--- src/rtl/absreg_pkg.sv ---
package absreg_pkg;
  localparam int ADDR_W = 7;
  localparam int DATA_W = 32;
  localparam logic [ADDR_W-1:0] ADDR_DATA0 = 7'h04;
  localparam logic [ADDR_W-1:0] ADDR_STAT  = 7'h16;
  localparam logic [ADDR_W-1:0] ADDR_CMD   = 7'h17;

  typedef enum logic [2:0] {
    ERR_NONE  = 3'd0,
    ERR_BUSY  = 3'd1,
    ERR_UNSUP = 3'd2,
    ERR_EXC   = 3'd3,
    ERR_HALT  = 3'd4,
    ERR_OTHER = 3'd7
  } cmdErrE;

  typedef enum logic [1:0] {ST_IDLE, ST_REQ, ST_RSP} ctrlStateE;

  typedef struct packed {
    logic cmdLatch;
    logic dataWr;
    logic rspCapture;
  } dpStrobeT;
endpackage

--- src/rtl/absreg_ctrl.sv ---
module absreg_ctrl
  import absreg_pkg::*;
#(
  parameter bit HAS_FPR = 1'b1,
  parameter int GPR_COUNT = 32,
  parameter int FPR_COUNT = 32
) (
  input  logic              clk,
  input  logic              rstN,
  input  logic              regWrEn,
  input  logic [ADDR_W-1:0] regAddr,
  input  logic [DATA_W-1:0] regWrData,
  input  logic              hartHalted,
  input  logic              hartReqReady,
  input  logic              hartRspValid,
  input  logic              hartRspErr,
  output logic              busy,
  output logic [2:0]        cmdErr,
  output logic              hartReqValid,
  output dpStrobeT          strobe
);
  localparam logic [2:0]  ACC_SIZE = 3'($clog2(DATA_W / 8));
  localparam logic [15:0] GPR_BASE = 16'h1000;
  localparam logic [15:0] GPR_LAST = 16'(GPR_BASE + GPR_COUNT - 1);
  localparam logic [15:0] FPR_BASE = 16'(GPR_BASE + GPR_COUNT);
  localparam logic [15:0] FPR_LAST = 16'(FPR_BASE + FPR_COUNT - 1);

  ctrlStateE state, stateNext;
  logic [2:0] errNext;
  logic cmdWr, dataWrReq, statWr, unsup, launch, regnoOk;
  logic [7:0] cmdType;
  logic [15:0] regno;

  assign cmdType = regWrData[31:24];
  assign regno   = regWrData[15:0];
  assign busy    = (state != ST_IDLE);
  assign hartReqValid = (state == ST_REQ);

  always_comb begin
    cmdWr     = regWrEn && (regAddr == ADDR_CMD);
    dataWrReq = regWrEn && (regAddr == ADDR_DATA0);
    statWr    = regWrEn && (regAddr == ADDR_STAT);
    regnoOk   = (regno < GPR_BASE) || (regno >= GPR_BASE && regno <= GPR_LAST)
              || (HAS_FPR && regno >= FPR_BASE && regno <= FPR_LAST);
    unsup     = (cmdType != 8'd0) || regWrData[18]
              || (regWrData[17] && ((regWrData[22:20] != ACC_SIZE) || !regnoOk));
    launch    = cmdWr && !busy && (cmdErr == ERR_NONE) && !unsup
              && regWrData[17] && hartHalted;
    strobe.cmdLatch   = launch;
    strobe.dataWr     = dataWrReq && !busy;
    strobe.rspCapture = (state == ST_RSP) && hartRspValid && !hartRspErr;
  end

  always_comb begin
    stateNext = state;
    case (state)
      ST_IDLE: if (launch) stateNext = ST_REQ;
      ST_REQ:  if (hartReqReady) stateNext = ST_RSP;
      ST_RSP:  if (hartRspValid) stateNext = ST_IDLE;
      default: stateNext = ST_IDLE;
    endcase
  end

  always_comb begin
    errNext = cmdErr;
    if (statWr) errNext = cmdErr & ~regWrData[10:8];
    if (busy && (cmdWr || dataWrReq) && cmdErr == ERR_NONE) errNext = ERR_BUSY;
    else if (cmdWr && !busy && cmdErr == ERR_NONE) begin
      if (unsup) errNext = ERR_UNSUP;
      else if (regWrData[17] && !hartHalted) errNext = ERR_HALT;
    end
    if (state == ST_RSP && hartRspValid && hartRspErr && errNext == ERR_NONE)
      errNext = ERR_EXC;
  end

  always_ff @(posedge clk) begin
    if (!rstN) begin
      state  <= ST_IDLE;
      cmdErr <= ERR_NONE;
    end else begin
      state  <= stateNext;
      cmdErr <= errNext;
    end
  end
endmodule

--- src/rtl/absreg_datapath.sv ---
module absreg_datapath
  import absreg_pkg::*;
#(
  parameter int DATA_COUNT = 1,
  parameter int PROG_SIZE = 0
) (
  input  logic              clk,
  input  logic              rstN,
  input  dpStrobeT          strobe,
  input  logic [ADDR_W-1:0] regAddr,
  input  logic [DATA_W-1:0] regWrData,
  input  logic [DATA_W-1:0] hartRspRdata,
  input  logic              busy,
  input  logic [2:0]        cmdErr,
  output logic [DATA_W-1:0] regRdData,
  output logic [15:0]       hartReqRegno,
  output logic              hartReqWrite,
  output logic [2:0]        hartReqSize,
  output logic [DATA_W-1:0] hartReqWdata
);
  logic [DATA_W-1:0] data0;
  logic [15:0] regnoQ;
  logic writeQ;
  logic [2:0] sizeQ;
  logic [31:0] statWord;

  assign hartReqRegno = regnoQ;
  assign hartReqWrite = writeQ;
  assign hartReqSize  = sizeQ;
  assign hartReqWdata = data0;

  always_ff @(posedge clk) begin
    if (!rstN) begin
      data0  <= '0;
      regnoQ <= '0;
      writeQ <= 1'b0;
      sizeQ  <= '0;
    end else begin
      if (strobe.dataWr) data0 <= regWrData;
      if (strobe.rspCapture && !writeQ) data0 <= hartRspRdata;
      if (strobe.cmdLatch) begin
        regnoQ <= regWrData[15:0];
        writeQ <= regWrData[16];
        sizeQ  <= regWrData[22:20];
      end
    end
  end

  always_comb begin
    statWord = {3'b0, 5'(PROG_SIZE), 11'b0, busy, 1'b0, cmdErr, 4'b0, 4'(DATA_COUNT)};
    case (regAddr)
      ADDR_DATA0: regRdData = data0;
      ADDR_STAT:  regRdData = statWord;
      default:    regRdData = '0;
    endcase
  end
endmodule

--- src/rtl/absreg_engine.sv ---
module absreg_engine
  import absreg_pkg::*;
#(
  parameter bit HAS_FPR = 1'b1,
  parameter int GPR_COUNT = 32,
  parameter int FPR_COUNT = 32
) (
  input  logic        clk,
  input  logic        rstN,
  input  logic        regWrEn,
  input  logic [6:0]  regAddr,
  input  logic [31:0] regWrData,
  output logic [31:0] regRdData,
  input  logic        hartHalted,
  output logic        hartReqValid,
  input  logic        hartReqReady,
  output logic [15:0] hartReqRegno,
  output logic        hartReqWrite,
  output logic [2:0]  hartReqSize,
  output logic [31:0] hartReqWdata,
  input  logic        hartRspValid,
  input  logic [31:0] hartRspRdata,
  input  logic        hartRspErr
);
  logic busy;
  logic [2:0] cmdErr;
  dpStrobeT strobe;

  absreg_ctrl #(.HAS_FPR(HAS_FPR), .GPR_COUNT(GPR_COUNT), .FPR_COUNT(FPR_COUNT)) ctrl_i (
    .clk(clk), .rstN(rstN), .regWrEn(regWrEn), .regAddr(regAddr),
    .regWrData(regWrData), .hartHalted(hartHalted), .hartReqReady(hartReqReady),
    .hartRspValid(hartRspValid), .hartRspErr(hartRspErr), .busy(busy),
    .cmdErr(cmdErr), .hartReqValid(hartReqValid), .strobe(strobe)
  );

  absreg_datapath #(.DATA_COUNT(1), .PROG_SIZE(0)) dp_i (
    .clk(clk), .rstN(rstN), .strobe(strobe), .regAddr(regAddr),
    .regWrData(regWrData), .hartRspRdata(hartRspRdata), .busy(busy),
    .cmdErr(cmdErr), .regRdData(regRdData), .hartReqRegno(hartReqRegno),
    .hartReqWrite(hartReqWrite), .hartReqSize(hartReqSize),
    .hartReqWdata(hartReqWdata)
  );
endmodule

--- config.mk ---
export PLATFORM = sky130hd
export DESIGN_NAME = absreg_engine
export DESIGN_NICKNAME = d
export VERILOG_FILES = /design/src/rtl/absreg_pkg.sv /design/src/rtl/absreg_ctrl.sv /design/src/rtl/absreg_datapath.sv /design/src/rtl/absreg_engine.sv
export SDC_FILE = /design/constraint.sdc
export NUM_CORES = 1
export LEC_CHECK = 0
export ABC_CLOCK_PERIOD_IN_PS = 6000
export CORE_ASPECT_RATIO = 1.1
export CORE_MARGIN = 4
export CORE_UTILIZATION = 40
export DETAILED_ROUTE_END_ITERATION = 10
export DONT_BUFFER_PORTS = 1
export GPL_TIMING_DRIVEN = 0
export PLACE_DENSITY = 0.63
export SLEW_MARGIN = 15
export SYNTH_ARGS = -nofsm -noshare
export SYNTH_HDL_FRONTEND = slang
export SYNTH_SLANG_ARGS = --single-unit
--- constraint.sdc ---
create_clock -name clk -period 6 [get_ports clk]
set_input_delay 1.2 -clock clk [delete_from_list [all_inputs] [get_ports clk]]
set_output_delay 1.2 -clock clk [all_outputs]
set_load 0.1 [all_outputs]
==> impl_metrics.env, run 1 <==
export IMPL_grt_max_degree=12
export IMPL_fin_skew_ps=8.09
export IMPL_cp_startpoint="regAddr[5]"
export IMPL_drt_total_wl_um=9270
export IMPL_clock_fmax_ghz=0.209
export IMPL_criticalPathCategory="in -> out"
export IMPL_synth_seq_area_share_pct=42.0
export IMPL_grt_usage_pct=22.4
export IMPL_rrSetupSlack_ps=3500
export IMPL_grt_pass1_vias=2549
export IMPL_die_area_mm2=0.00819
export IMPL_diodes=0
export IMPL_post_route_drc_count=0
export IMPL_cts_repair_resize_count=0
export IMPL_p_int_w=0.000703
export IMPL_yosys_warnings=0
export IMPL_endpoint_kind="primary output"
export IMPL_syn2layout_area_growth_pct=16.1
export IMPL_final_hold_viol_count=0
export IMPL_switchingPower_w=0.000176
export IMPL_async_reset_ff_share_pct=0
export IMPL_vdd_ir_drop_max_mv=0.200
export IMPL_cts_buffers=9
export IMPL_first_iter_violations=64
export IMPL_cp_required_ps=4800
export IMPL_vias_per_cell=5.99
export IMPL_synth_edff_count=0
export IMPL_tightest_slew_ps=1050
export IMPL_synth_ff_type="dfxtp_1"
export IMPL_die_h_um=94.5
export IMPL_drive_above_1_share_pct=7.83
export IMPL_slew_violations=0
export IMPL_synth_seq_cells=57
export IMPL_initial_core_util_pct=41.3
export IMPL_syn_inst=313
export IMPL_status="finished, final reports clean"
export IMPL_setup_viol=0
export IMPL_dpl_hpwl_um=7150
export IMPL_cts_setup_buffers=0
export IMPL_power_frac_seq_pct=43.5
export IMPL_r2r_start="ctrl_i.cmdErr[1]"
export IMPL_cts_tree="built"
export IMPL_slowest_delay_ps=870
export IMPL_antenna_found_initial=0
export IMPL_clk_latency_ps=340
export IMPL_grt_overflow=0
export IMPL_fin_tns_setup_ps=0
export IMPL_grt_first_pass_wirelength_um=13900
export IMPL_cts_sinks=57
export IMPL_ys_types=40
export IMPL_avgRoutedWirePerCell_um=22.4
export IMPL_endpoint="regRdData[2]"
export IMPL_syn_nets=391
export IMPL_crit_path_max_fanout=10
export IMPL_cts_root_buf="clkbuf_8"
export IMPL_firstDrtPassIters=4
export IMPL_core_area_mm2=0.00659
export IMPL_swShare_pct=20.0
export IMPL_clkSlewWorstSetupHoldPaths_ps=70
export IMPL_fin_crit_sh_pct=79.8
export IMPL_routed_via_count=2480
export IMPL_r2r_end="dp_i.hartReqRegno[2]"
export IMPL_fin_nets=405
export IMPL_cp_cell_sequence="or4b_1 -> buf_2 -> nor2_1 -> clkbuf_1 -> and2_1"
export IMPL_dp_cells=398
export IMPL_critPathSlowestCell="and2_1"
export IMPL_p_clk_share_pct=54.4
export IMPL_drtAntennaViolNets=0
export IMPL_syn_area_mm2=0.00272
export IMPL_cap_viol_max_count=0
export IMPL_p_comb_share_pct=2.0
export IMPL_rsz0062_at_grt="false"
export IMPL_syn_area_per_cell_um2=8.69
export IMPL_rows=31
export IMPL_globalplace_congestion=0.797
export IMPL_worstHoldPathType="reg -> reg"
export IMPL_relSlewSlack_pct=29.7
export IMPL_fin_util_pct=47.9
export IMPL_cts_max_level=3
export IMPL_hold_buffers=0
export IMPL_pin_count=163
export IMPL_fin_crit_ps=4790
export IMPL_power_leakage_nw=1.36
export IMPL_start_kind="input port"
export IMPL_worst_r2r_path_depth=7
export IMPL_p_per_area_mw_per_mm2=279
export IMPL_stdcell_count=414
export IMPL_cts_buffer_depth=2
export IMPL_crit_arrival_ps=3590
export IMPL_numPortBuffers=0
export IMPL_fp_dieW_um=86.6
## placed cells by master (no fill, tap or decap), types with 2 or more instances in the layout
cell type,instances
dfxtp_1,57
nor2_1,39
mux2i_1,32
a211oi_1,32
and2_1,28
nand3_1,19
clkbuf_1,18
a21oi_1,17
o21ai_1,10
clkbuf_8,9
nand2_1,7
and3_1,6
o21ai_0,5
buf_1,4
bufinv_16,4
nor3_1,3
a22o_1,3
nor4_1,3
or4b_1,2
a21o_1,2
inv_1,2
or4_1,2
or4_4,2
o21a_1,2
clkinv_4,2
## Yosys cell counts, types with 2 or more instances
cell	n	area share, %
o21a_1	2	0.55
or4_4	2	0.83
o21ai_1	10	1.8
o21ai_0	5	0.92
nand2_1	7	0.97
buf_1	3	0.41
nor4_1	3	0.69
o41ai_1	2	0.64
or4b_1	2	0.74
a22o_1	3	0.97
or4_1	2	0.55
clkbuf_1	18	2.5
mux2i_1	32	12
nand3_1	19	3.5
a21o_1	2	0.55
inv_1	2	0.28
a211oi_1	32	8.8
and2_1	28	6.4
nor2_1	39	5.4
a21oi_1	17	3.1
dfxtp_1	57	42
nor3_1	3	0.55
and3_1	6	1.4
## how the worst min path moves through the flow
stage                          start          endpoint  depth (start not counted)
detailed placement  ctrl_i.cmdErr[1]  ctrl_i.cmdErr[1]                          2
finish              ctrl_i.cmdErr[1]  ctrl_i.cmdErr[1]                          2
global route        ctrl_i.cmdErr[1]  ctrl_i.cmdErr[1]                          2
CTS                 ctrl_i.cmdErr[1]  ctrl_i.cmdErr[1]                          2
floorplan           ctrl_i.cmdErr[1]  ctrl_i.cmdErr[1]                          2
global placement    ctrl_i.cmdErr[1]  ctrl_i.cmdErr[1]                          2
## power by group through the flow
stage | clock, W | sequential, W | combinational (W)
floorplan | 0 | 0.000391 | 0.0000131
global placement | 0 | 0.000391 | 0.0000176
CTS | 0.000486 | 0.000383 | 0.0000179
finish | 0.000479 | 0.000383 | 0.0000179
detailed placement | 0 | 0.000391 | 0.0000178
global route | 0.000503 | 0.000383 | 0.0000199
## sequential cells by signal (all words and copies together), names as in the netlist
name / count
ctrl_i.state: 2
dp_i.hartReqWrite: 1
ctrl_i.cmdErr: 3
dp_i.hartReqWdata: 32
dp_i.hartReqSize: 3
dp_i.hartReqRegno: 16
## stage by stage
| step | instance area, µm² | hold slack (ps) | worst slack, ps | power, W |
|---|---|---|---|---|
| final | 3160 | 528 | 1210 | 0.000879 |
| after CTS | 3160 | 533 | 1220 | 0.000886 |
| after detailed placement | 2890 | 523 | 1220 | 0.000409 |
| after global placement | 2830 | 501 | 1070 | 0.000409 |
| after global routing | 3160 | 562 | 1110 | 0.000905 |
| after floorplan | 2730 | 469 | 1130 | 0.000404 |
## worst max-delay path: cells and delay by family
kind	cells	cell delay [ps]
buffers and inverters	2	690
and+or+nand+nor	3	1680
## per-layer routing
metal,up-vias,part of all wire [%],GRT usage (%)
li1,1163,-,-
met1,1172,39,25.6
met2,132,47,35.8
met3,13,13,10.1
met4,0,2.1,9.61
met5,-,0,0
## layout make-up
class                           count  area [µm²]
Fill cell                         660        3440
Multi-Input combinational cell    230        1490
Sequential cell                    57        1140
Clock inverter                      7         143
Clock buffer                        9         124
Tap cell                           82         103
Buffer                             23        95.1
Timing Repair Buffer                3        46.3
Inverter                            3        11.3
## logic make-up (layout without fill, tap and decap cells)
kind of cell / count (synthesis) / after routing / share of synthesized area (%)
simple gates: 120 / 120 / 23.5
compound gates: 78 / 78 / 18.9
flops: 57 / 57 / 42.0
mux: 32 / 32 / 11.8
buf+inv: 26 / 45 / 3.91
Power figures use the tool's default switching activity.
==> run 2, diff against run 1 <==
--- a/config.mk
+++ b/config.mk
@@ -5,7 +5,7 @@
 export SDC_FILE = /design/constraint.sdc
 export NUM_CORES = 1
 export LEC_CHECK = 0
-export ABC_CLOCK_PERIOD_IN_PS = 6000
+export ABC_CLOCK_PERIOD_IN_PS = 4860
 export CORE_ASPECT_RATIO = 1.1
 export CORE_MARGIN = 4
 export CORE_UTILIZATION = 40
==> constraint.sdc (replaced) <==
create_clock -name clk -period 4.86 [get_ports clk]
set_input_delay 0.972 -clock clk [delete_from_list [all_inputs] [get_ports clk]]
set_output_delay 0.972 -clock clk [all_outputs]
set_load 0.1 [all_outputs]
==> results of run 2 <==
Same layout as run 1 (identical final DEF). Status: finished, final reports clean.
Main changes from that run: setup slack after placement 1220 ps -> 533 ps; setup slack after layout 1210 ps -> 531 ps; register-to-register setup slack 3500 ps -> 2360 ps; total power 0.000879 W -> 0.00109 W; worst IR drop on VDD 0.200 mV -> 0.247 mV
